$ cat src/rtl/irqagg_pkg.sv
package irqagg_pkg;
  localparam int unsigned WORD_W      = 32;
  localparam int unsigned PEND_BASE   = 'h00;
  localparam int unsigned MASK_BASE   = 'h20;
  localparam int unsigned BELL_OFS    = 'h30;
  localparam int unsigned WORD_STRIDE = 4;
endpackage

$ cat src/rtl/irqagg_edge_detect.sv
module irqagg_edge_detect #(
  parameter int unsigned WIDTH = 21
) (
  input  logic             clk,
  input  logic             rst_n,
  input  logic [WIDTH-1:0] level_i,
  output logic [WIDTH-1:0] rise_o
);
  logic [WIDTH-1:0] level_q;

  always_ff @(posedge clk or negedge rst_n) begin
    if (!rst_n) level_q <= '0;
    else        level_q <= level_i;
  end

  assign rise_o = level_i & ~level_q;
endmodule

$ cat src/rtl/irqagg_decode.sv
module irqagg_decode
  import irqagg_pkg::*;
#(
  parameter int unsigned ADDR_W  = 8,
  parameter int unsigned NUM_SRC = 64
) (
  input  logic               wr_i,
  input  logic [ADDR_W-1:0]  addr_i,
  input  logic [WORD_W-1:0]  wdata_i,
  output logic [NUM_SRC-1:0] clr_o,
  output logic [NUM_SRC-1:0] bell_o,
  output logic [(NUM_SRC+WORD_W-1)/WORD_W-1:0] mask_we_o
);
  localparam int unsigned NWORDS = (NUM_SRC + WORD_W - 1) / WORD_W;
  localparam int unsigned PAD_W  = NWORDS * WORD_W;
  localparam int unsigned IDX_W  = $clog2(PAD_W);

  logic [PAD_W-1:0] clr_pad;
  logic [PAD_W-1:0] bell_pad;

  always_comb begin
    clr_pad   = '0;
    bell_pad  = '0;
    mask_we_o = '0;
    for (int k = 0; k < NWORDS; k++) begin
      if (wr_i && addr_i == ADDR_W'(PEND_BASE + k * WORD_STRIDE))
        clr_pad[k*WORD_W +: WORD_W] = wdata_i;
      if (wr_i && addr_i == ADDR_W'(MASK_BASE + k * WORD_STRIDE))
        mask_we_o[k] = 1'b1;
    end
    if (wr_i && addr_i == ADDR_W'(BELL_OFS) && wdata_i < WORD_W'(NUM_SRC))
      bell_pad[wdata_i[IDX_W-1:0]] = 1'b1;
  end

  assign clr_o  = clr_pad[NUM_SRC-1:0];
  assign bell_o = bell_pad[NUM_SRC-1:0];
endmodule

$ cat src/rtl/irqagg_bank.sv
module irqagg_bank
  import irqagg_pkg::*;
#(
  parameter int unsigned NUM_SRC   = 64,
  parameter int unsigned NUM_WIRED = 21
) (
  input  logic                 clk,
  input  logic                 rst_n,
  input  logic [NUM_WIRED-1:0] rise_i,
  input  logic [NUM_SRC-1:0]   bell_i,
  input  logic [NUM_SRC-1:0]   clr_i,
  input  logic [(NUM_SRC+WORD_W-1)/WORD_W-1:0] mask_we_i,
  input  logic [WORD_W-1:0]    wdata_i,
  output logic [NUM_SRC-1:0]   pend_o,
  output logic [NUM_SRC-1:0]   mask_o,
  output logic                 any_o
);
  logic [NUM_SRC-1:0] set_vec;
  logic [NUM_SRC-1:0] pend_q, pend_n;
  logic [NUM_SRC-1:0] mask_q, mask_n;
  logic               pend_en, mask_en;

  for (genvar i = 0; i < NUM_SRC; i++) begin : g_src
    if (i < NUM_WIRED) begin : g_wired
      assign set_vec[i] = bell_i[i] | rise_i[i];
    end else begin : g_msg
      assign set_vec[i] = bell_i[i];
    end
    // set beats clear in the same cycle
    assign pend_n[i] = set_vec[i] | (pend_q[i] & ~clr_i[i]);
    assign mask_n[i] = mask_we_i[i / WORD_W] ? wdata_i[i % WORD_W] : mask_q[i];
  end

  always_comb begin
    pend_en = |(set_vec | clr_i);
    mask_en = |mask_we_i;
  end

  always_ff @(posedge clk or negedge rst_n) begin
    if (!rst_n) begin
      pend_q <= '0;
      mask_q <= '1;
    end else begin
      if (pend_en) pend_q <= pend_n;
      if (mask_en) mask_q <= mask_n;
    end
  end

  assign pend_o = pend_q;
  assign mask_o = mask_q;
  assign any_o  = |(pend_q & ~mask_q);

  p_set_lands_r4: assert property (@(posedge clk) disable iff (!rst_n)
    (set_vec != '0) |=> ((pend_q & $past(set_vec)) == $past(set_vec)))
    else $error("set event lost");

  p_clear_lands_r6: assert property (@(posedge clk) disable iff (!rst_n)
    ((clr_i & ~set_vec) != '0) |=> ((pend_q & $past(clr_i & ~set_vec)) == '0))
    else $error("clear ignored");

  p_sticky_r6: assert property (@(posedge clk) disable iff (!rst_n)
    1'b1 |=> ((($past(pend_q) & ~$past(clr_i)) & ~pend_q) == '0))
    else $error("pending bit dropped without clear");

  p_set_wins_r7: assert property (@(posedge clk) disable iff (!rst_n)
    ((set_vec & clr_i) != '0) |=> ((pend_q & $past(set_vec & clr_i)) == $past(set_vec & clr_i)))
    else $error("clear beat a set");
endmodule

$ cat src/rtl/irq_aggregator.sv
module irq_aggregator
  import irqagg_pkg::*;
#(
  parameter int unsigned ADDR_W    = 8,
  parameter int unsigned NUM_WIRED = 21,
  parameter int unsigned NUM_MSG   = 43
) (
  input  logic                 clk,
  input  logic                 rst_n,
  input  logic [ADDR_W-1:0]    reg_addr,
  input  logic                 reg_wr,
  input  logic [WORD_W-1:0]    reg_wdata,
  output logic [WORD_W-1:0]    reg_rdata,
  input  logic [NUM_WIRED-1:0] wired_irq,
  output logic                 irq_sum
);
  localparam int unsigned NUM_SRC = NUM_WIRED + NUM_MSG;
  localparam int unsigned NWORDS  = (NUM_SRC + WORD_W - 1) / WORD_W;
  localparam int unsigned PAD_W   = NWORDS * WORD_W;

  logic                 rst_s1, rst_sync_n;
  logic [NUM_WIRED-1:0] rise;
  logic [NUM_SRC-1:0]   clr_vec, bell_vec, pend, mask;
  logic [NWORDS-1:0]    mask_we;
  logic                 any_pend;
  logic [PAD_W-1:0]     pend_pad, mask_pad;
  logic                 irq_q, irq_n;

  always_ff @(posedge clk or negedge rst_n) begin
    if (!rst_n) begin
      rst_s1     <= 1'b0;
      rst_sync_n <= 1'b0;
    end else begin
      rst_s1     <= 1'b1;
      rst_sync_n <= rst_s1;
    end
  end

  irqagg_edge_detect #(.WIDTH(NUM_WIRED)) u_edge (
    .clk(clk), .rst_n(rst_sync_n), .level_i(wired_irq), .rise_o(rise)
  );

  irqagg_decode #(.ADDR_W(ADDR_W), .NUM_SRC(NUM_SRC)) u_dec (
    .wr_i(reg_wr), .addr_i(reg_addr), .wdata_i(reg_wdata),
    .clr_o(clr_vec), .bell_o(bell_vec), .mask_we_o(mask_we)
  );

  irqagg_bank #(.NUM_SRC(NUM_SRC), .NUM_WIRED(NUM_WIRED)) u_bank (
    .clk(clk), .rst_n(rst_sync_n), .rise_i(rise), .bell_i(bell_vec),
    .clr_i(clr_vec), .mask_we_i(mask_we), .wdata_i(reg_wdata),
    .pend_o(pend), .mask_o(mask), .any_o(any_pend)
  );

  assign pend_pad = PAD_W'(pend);
  assign mask_pad = PAD_W'(mask);

  always_comb begin
    reg_rdata = '0;
    for (int k = 0; k < NWORDS; k++) begin
      if (reg_addr == ADDR_W'(PEND_BASE + k * WORD_STRIDE))
        reg_rdata = pend_pad[k*WORD_W +: WORD_W];
      if (reg_addr == ADDR_W'(MASK_BASE + k * WORD_STRIDE))
        reg_rdata = mask_pad[k*WORD_W +: WORD_W];
    end
  end

  always_comb irq_n = any_pend;

  always_ff @(posedge clk or negedge rst_sync_n) begin
    if (!rst_sync_n) irq_q <= 1'b0;
    else             irq_q <= irq_n;
  end

  assign irq_sum = irq_q;

  p_summary_r9: assert property (@(posedge clk) disable iff (!rst_sync_n)
    1'b1 |=> (irq_sum == $past(|(pend & ~mask))))
    else $error("summary does not follow pending and mask");

  p_bell_range_r5: assert property (@(posedge clk) disable iff (!rst_sync_n)
    (reg_wr && reg_addr == ADDR_W'(BELL_OFS) && reg_wdata >= WORD_W'(NUM_SRC) && rise == '0)
    |=> $stable(pend))
    else $error("out-of-range doorbell changed state");

  p_reset_mask_r1: assert property (@(posedge clk)
    $rose(rst_sync_n) |-> (mask == '1 && pend == '0))
    else $error("reset state wrong");
endmodule

$ cat config.mk
export PLATFORM = sky130hd
export DESIGN_NAME = irq_aggregator
export DESIGN_NICKNAME = d
export VERILOG_FILES = /design/src/rtl/irqagg_pkg.sv /design/src/rtl/irqagg_edge_detect.sv /design/src/rtl/irqagg_decode.sv /design/src/rtl/irqagg_bank.sv /design/src/rtl/irq_aggregator.sv
export SDC_FILE = /design/constraint.sdc
export NUM_CORES = 1
export LEC_CHECK = 0
export CORE_UTILIZATION = 60
export CTS_CLUSTER_DIAMETER = 80
export DETAILED_ROUTE_END_ITERATION = 8
export GPL_ROUTABILITY_DRIVEN = 0
export PLACE_DENSITY = 0.88
export SETUP_SLACK_MARGIN = 0.15
export SYNTH_ARGS = -nofsm -noshare
export SYNTH_HDL_FRONTEND = slang
export SYNTH_SLANG_ARGS = --single-unit
$ cat constraint.sdc
create_clock -name clk -period 10.05 [get_ports clk]
set_input_delay 2.01 -clock clk [delete_from_list [all_inputs] [get_ports clk]]
set_output_delay 2.01 -clock clk [all_outputs]
set_load 0.02 [all_outputs]
==> impl_metrics.tcl <==
set metrics [dict create \
    wirelength_um 24710 \
    vias_per_cell 6.944 \
    dp_slack_ns 2.678 \
    dieArea_um2 13170 \
    critPathMaxStageDelay_ns 1.02 \
    start_util_pct 62.47 \
    cap_violations 0 \
    required_ns 8.04 \
    drive_above_1_share_pct 14.35 \
    diodes 0 \
    num_io_pins 97 \
    finalSetupViolCount 0 \
    cts_resized 0 \
    clock_latency_ns 0.43 \
    firstDrtPassIters 8 \
    grt_max_degree 65 \
    cts_hold_buf 0 \
    power.leakage_uw 0.003738 \
    routedWlPerCell_um 24.27 \
    numPortBuffers 96 \
    cts_buffer_depth 2 \
    layout_setup_ws_ns 2.507 \
    yosys-top-cells-area "dfrtp_1 (29%), dfstp_2 (22%), mux2_1 (9.4%), o21ai_1 (7.0%), nand3_1 (4.4%)" \
    synth_top_cell_by_area "dfrtp_1" \
    critPathSlowestCell "nor4b_1" \
    status "finished clean" \
    worst_pin_slew_ns 1.343 \
    track_usage_pct 40.01 \
    yosysWarnings 0 \
    fin_nets 901 \
    arrival_ns 5.53 \
    yosys.area.top_type_share_pct 28.87 \
    combPwrFrac_pct 6.6 \
    place_hpwl_um 16200 \
    clkTransAtPathRegs_ns 0.06 \
    areaGrowthSynthToFinish_pct 21.60 \
    max_slew_margin_pct 9.805 \
    coreArea_um2 12210 \
    root_buffer "clkbuf_16" \
    grt_pass1_wl_um 38780 \
    placed_cells 986 \
    hp-class "reg -> async" \
    post-route-util_pct 75.96 \
    fin_crit_ns 7.543 \
    intPower_uw 1095 \
    post_cts_buffers 0 \
    die_height_um 114.8 \
    fin_crit_sh_pct 75.06 \
    finClkSkew_ns 0.009176 \
    ys_types 31 \
    cts_htree_levels 4 \
    synth-seq-cells 152 \
    rows 40 \
    rsz0062_at_grt "false" \
    ys_seq_area_share_pct 50.91 \
    synthesis.nets 822 \
    route.detailed.drc 0 \
    cp-end-kind "primary output" \
    crit_top_cell "clkdlybuf4s50_1" \
    pwr-share-clk_pct 46.9 \
    worst_setup_path_start_kind "input pin" \
    cts_made_buffers 17 \
    via_count 7069 \
    hold_viol_final 0 \
    swShare_pct 22.39 \
    clock_sinks 152 \
    finalSetupTns_ns 0 \
    critPathMaxFanout 18 \
    maxSlewViolCount 0 \
    first_global_vias 7092 \
    crit_chain "clkdlybuf4s50_1 -> nor4b_1 -> nand2_1 -> buf_4 -> a21oi_1 -> clkdlybuf4s50_1" \
    die_width_um 114.8 \
    powerDensity_nw_per_um2 152.1 \
    cts_tree "yes" \
    grt_remaining_overflow 0 \
    netSwitchingPower_uw 315.9 \
    p_total_uw 1411 \
    antenna_found_initial 0 \
    synthCells 758 \
    critPathKind "in -> out" \
    drtAntennaViolNets 0 \
    final_cells 1018 \
    fmax_mhz 132.6 \
    syn_avg_cell_area_um2 10.06 \
    power_frac_seq_pct 46.5 \
    syn_area_um2 7629 \
    vdd_drop_max_mv 0.1102 \
    drtIter0Drc 1142 \
]
per-layer routing:
metal	part of all wire (%)	wire length, um	GRT usage, %	vias to the layer above
li1	-	-	-	2910
met1	35	8675	50.20	3335
met2	44	10960	60.04	667
met3	13	3311	11.28	157
met4	7.1	1757	28.83	0
met5	0	0	0	-
power groups by stage:
stage,clock [uW],sequential (uW),combinational (uW)
after global placement,0,663,87.6
after detailed placement,0,665,90.6
final,662,656,93.8
after CTS,663,655,91.8
after floorplan,0,664,35.2
after global routing,687,658,99.0
synth_stat cells:
master     instances
a21oi_1           38
a222oi_1          17
a22oi_1           30
and2_1             4
buf_2              8
buf_6              6
clkbuf_1          36
clkinv_1           1
conb_1             1
dfrtp_1           88
dfstp_2           64
inv_1             51
inv_2              2
mux2_1            64
nand2_1           20
nand2b_1          48
nand3_1           67
nand4_1           18
nor2_1            24
nor2b_1           15
nor3_1             6
nor3_2             7
nor4_1             6
nor4_4             3
nor4b_1            2
o2111ai_1         16
o21ai_1          107
o22ai_1            6
or3_1              1
or4_1              1
or4_4              1
worst paths after layout:
kind                                                    start                           end  slack [ns]  depth (start not counted)
worst max-delay path                              reg_addr[1]                 reg_rdata[13]        2.51                          6
worst min-delay path                     rst_sync_n$_DFF_PN0_  u_bank.pend_o[3]$_DFFE_PN0P_        0.32                          0
worst max register to register  u_bank.mask_o[58]$_DFFE_PN1P_             irq_sum$_DFF_PN0_        8.15                          4
worst min register to register           rst_sync_n$_DFF_PN0_  u_bank.pend_o[3]$_DFFE_PN0P_        0.32                          0
max in group asynchronous                               rst_n          rst_sync_n$_DFF_PN0_        8.17                          1
min in group clk                             rst_s1$_DFF_PN0_          rst_sync_n$_DFF_PN0_        0.35                          0
metrics by stage:
stage	hold WS [ns]	instance area, um^2
6_report	0.3245	9276
5_1_grt	0.3718	9276
4_1_cts	0.3421	9276
3_5_place_dp	0.3373	8667
3_3_place_gp	0.3371	8667
2_1_floorplan	0.3312	7629
critical path, delay by kind of cell:
family / cells / cell delay, ns
simple gates: 2 / 1.77
buf+inv: 3 / 1.54
compound gates: 1 / 0.21
final cells by class:
type	count	area, um^2
multi-input cells	502	3301
repair buffers	110	1066
well taps	168	210.2
flip-flops and latches	152	3887
fillers	822	2935
inverters	54	202.7
clock inverters	8	117.6
clock buffers	24	491.7
registers in the layout, summed over array words and instances (netlist names):
register        count
rst_sync_n          1
u_bank.pend_o      64
irq_sum             1
rst_s1              1
u_edge.level_q     21
u_bank.mask_o      64
placed cells by master (no fill, tap or decap), drive strengths merged:
| cell | count |
|---|---|
| nor3 | 13 |
| nand4 | 18 |
| nand2 | 20 |
| o22ai | 6 |
| a222oi | 17 |
| conb | 1 |
| inv | 53 |
| or3 | 1 |
| nor2b | 15 |
| nand2b | 48 |
| nor4b | 2 |
| or4 | 2 |
| clkinv | 5 |
| clkinvlp | 1 |
| o2111ai | 16 |
| clkbuf | 24 |
| a22oi | 30 |
| dfstp | 64 |
| nand3 | 67 |
| mux2 | 64 |
| clkdlybuf4s50 | 96 |
| and2 | 4 |
| a21oi | 38 |
| o21ai | 107 |
| nor2 | 24 |
| buf | 14 |
| bufinv | 3 |
| dfrtp | 88 |
| nor4 | 9 |
kinds of logic (layout without fill, tap and decap cells):
family	Yosys count	in the layout	synth area share, %
and+or+nand+nor	223	223	16.73
AOI/OAI and AO/OA	214	214	17.02
DFF	152	152	50.91
buffers and inverters	104	196	5.839
muxes	64	64	9.447
other	1	1	0.04916
Note: power is estimated with default switching activity, not from simulation.
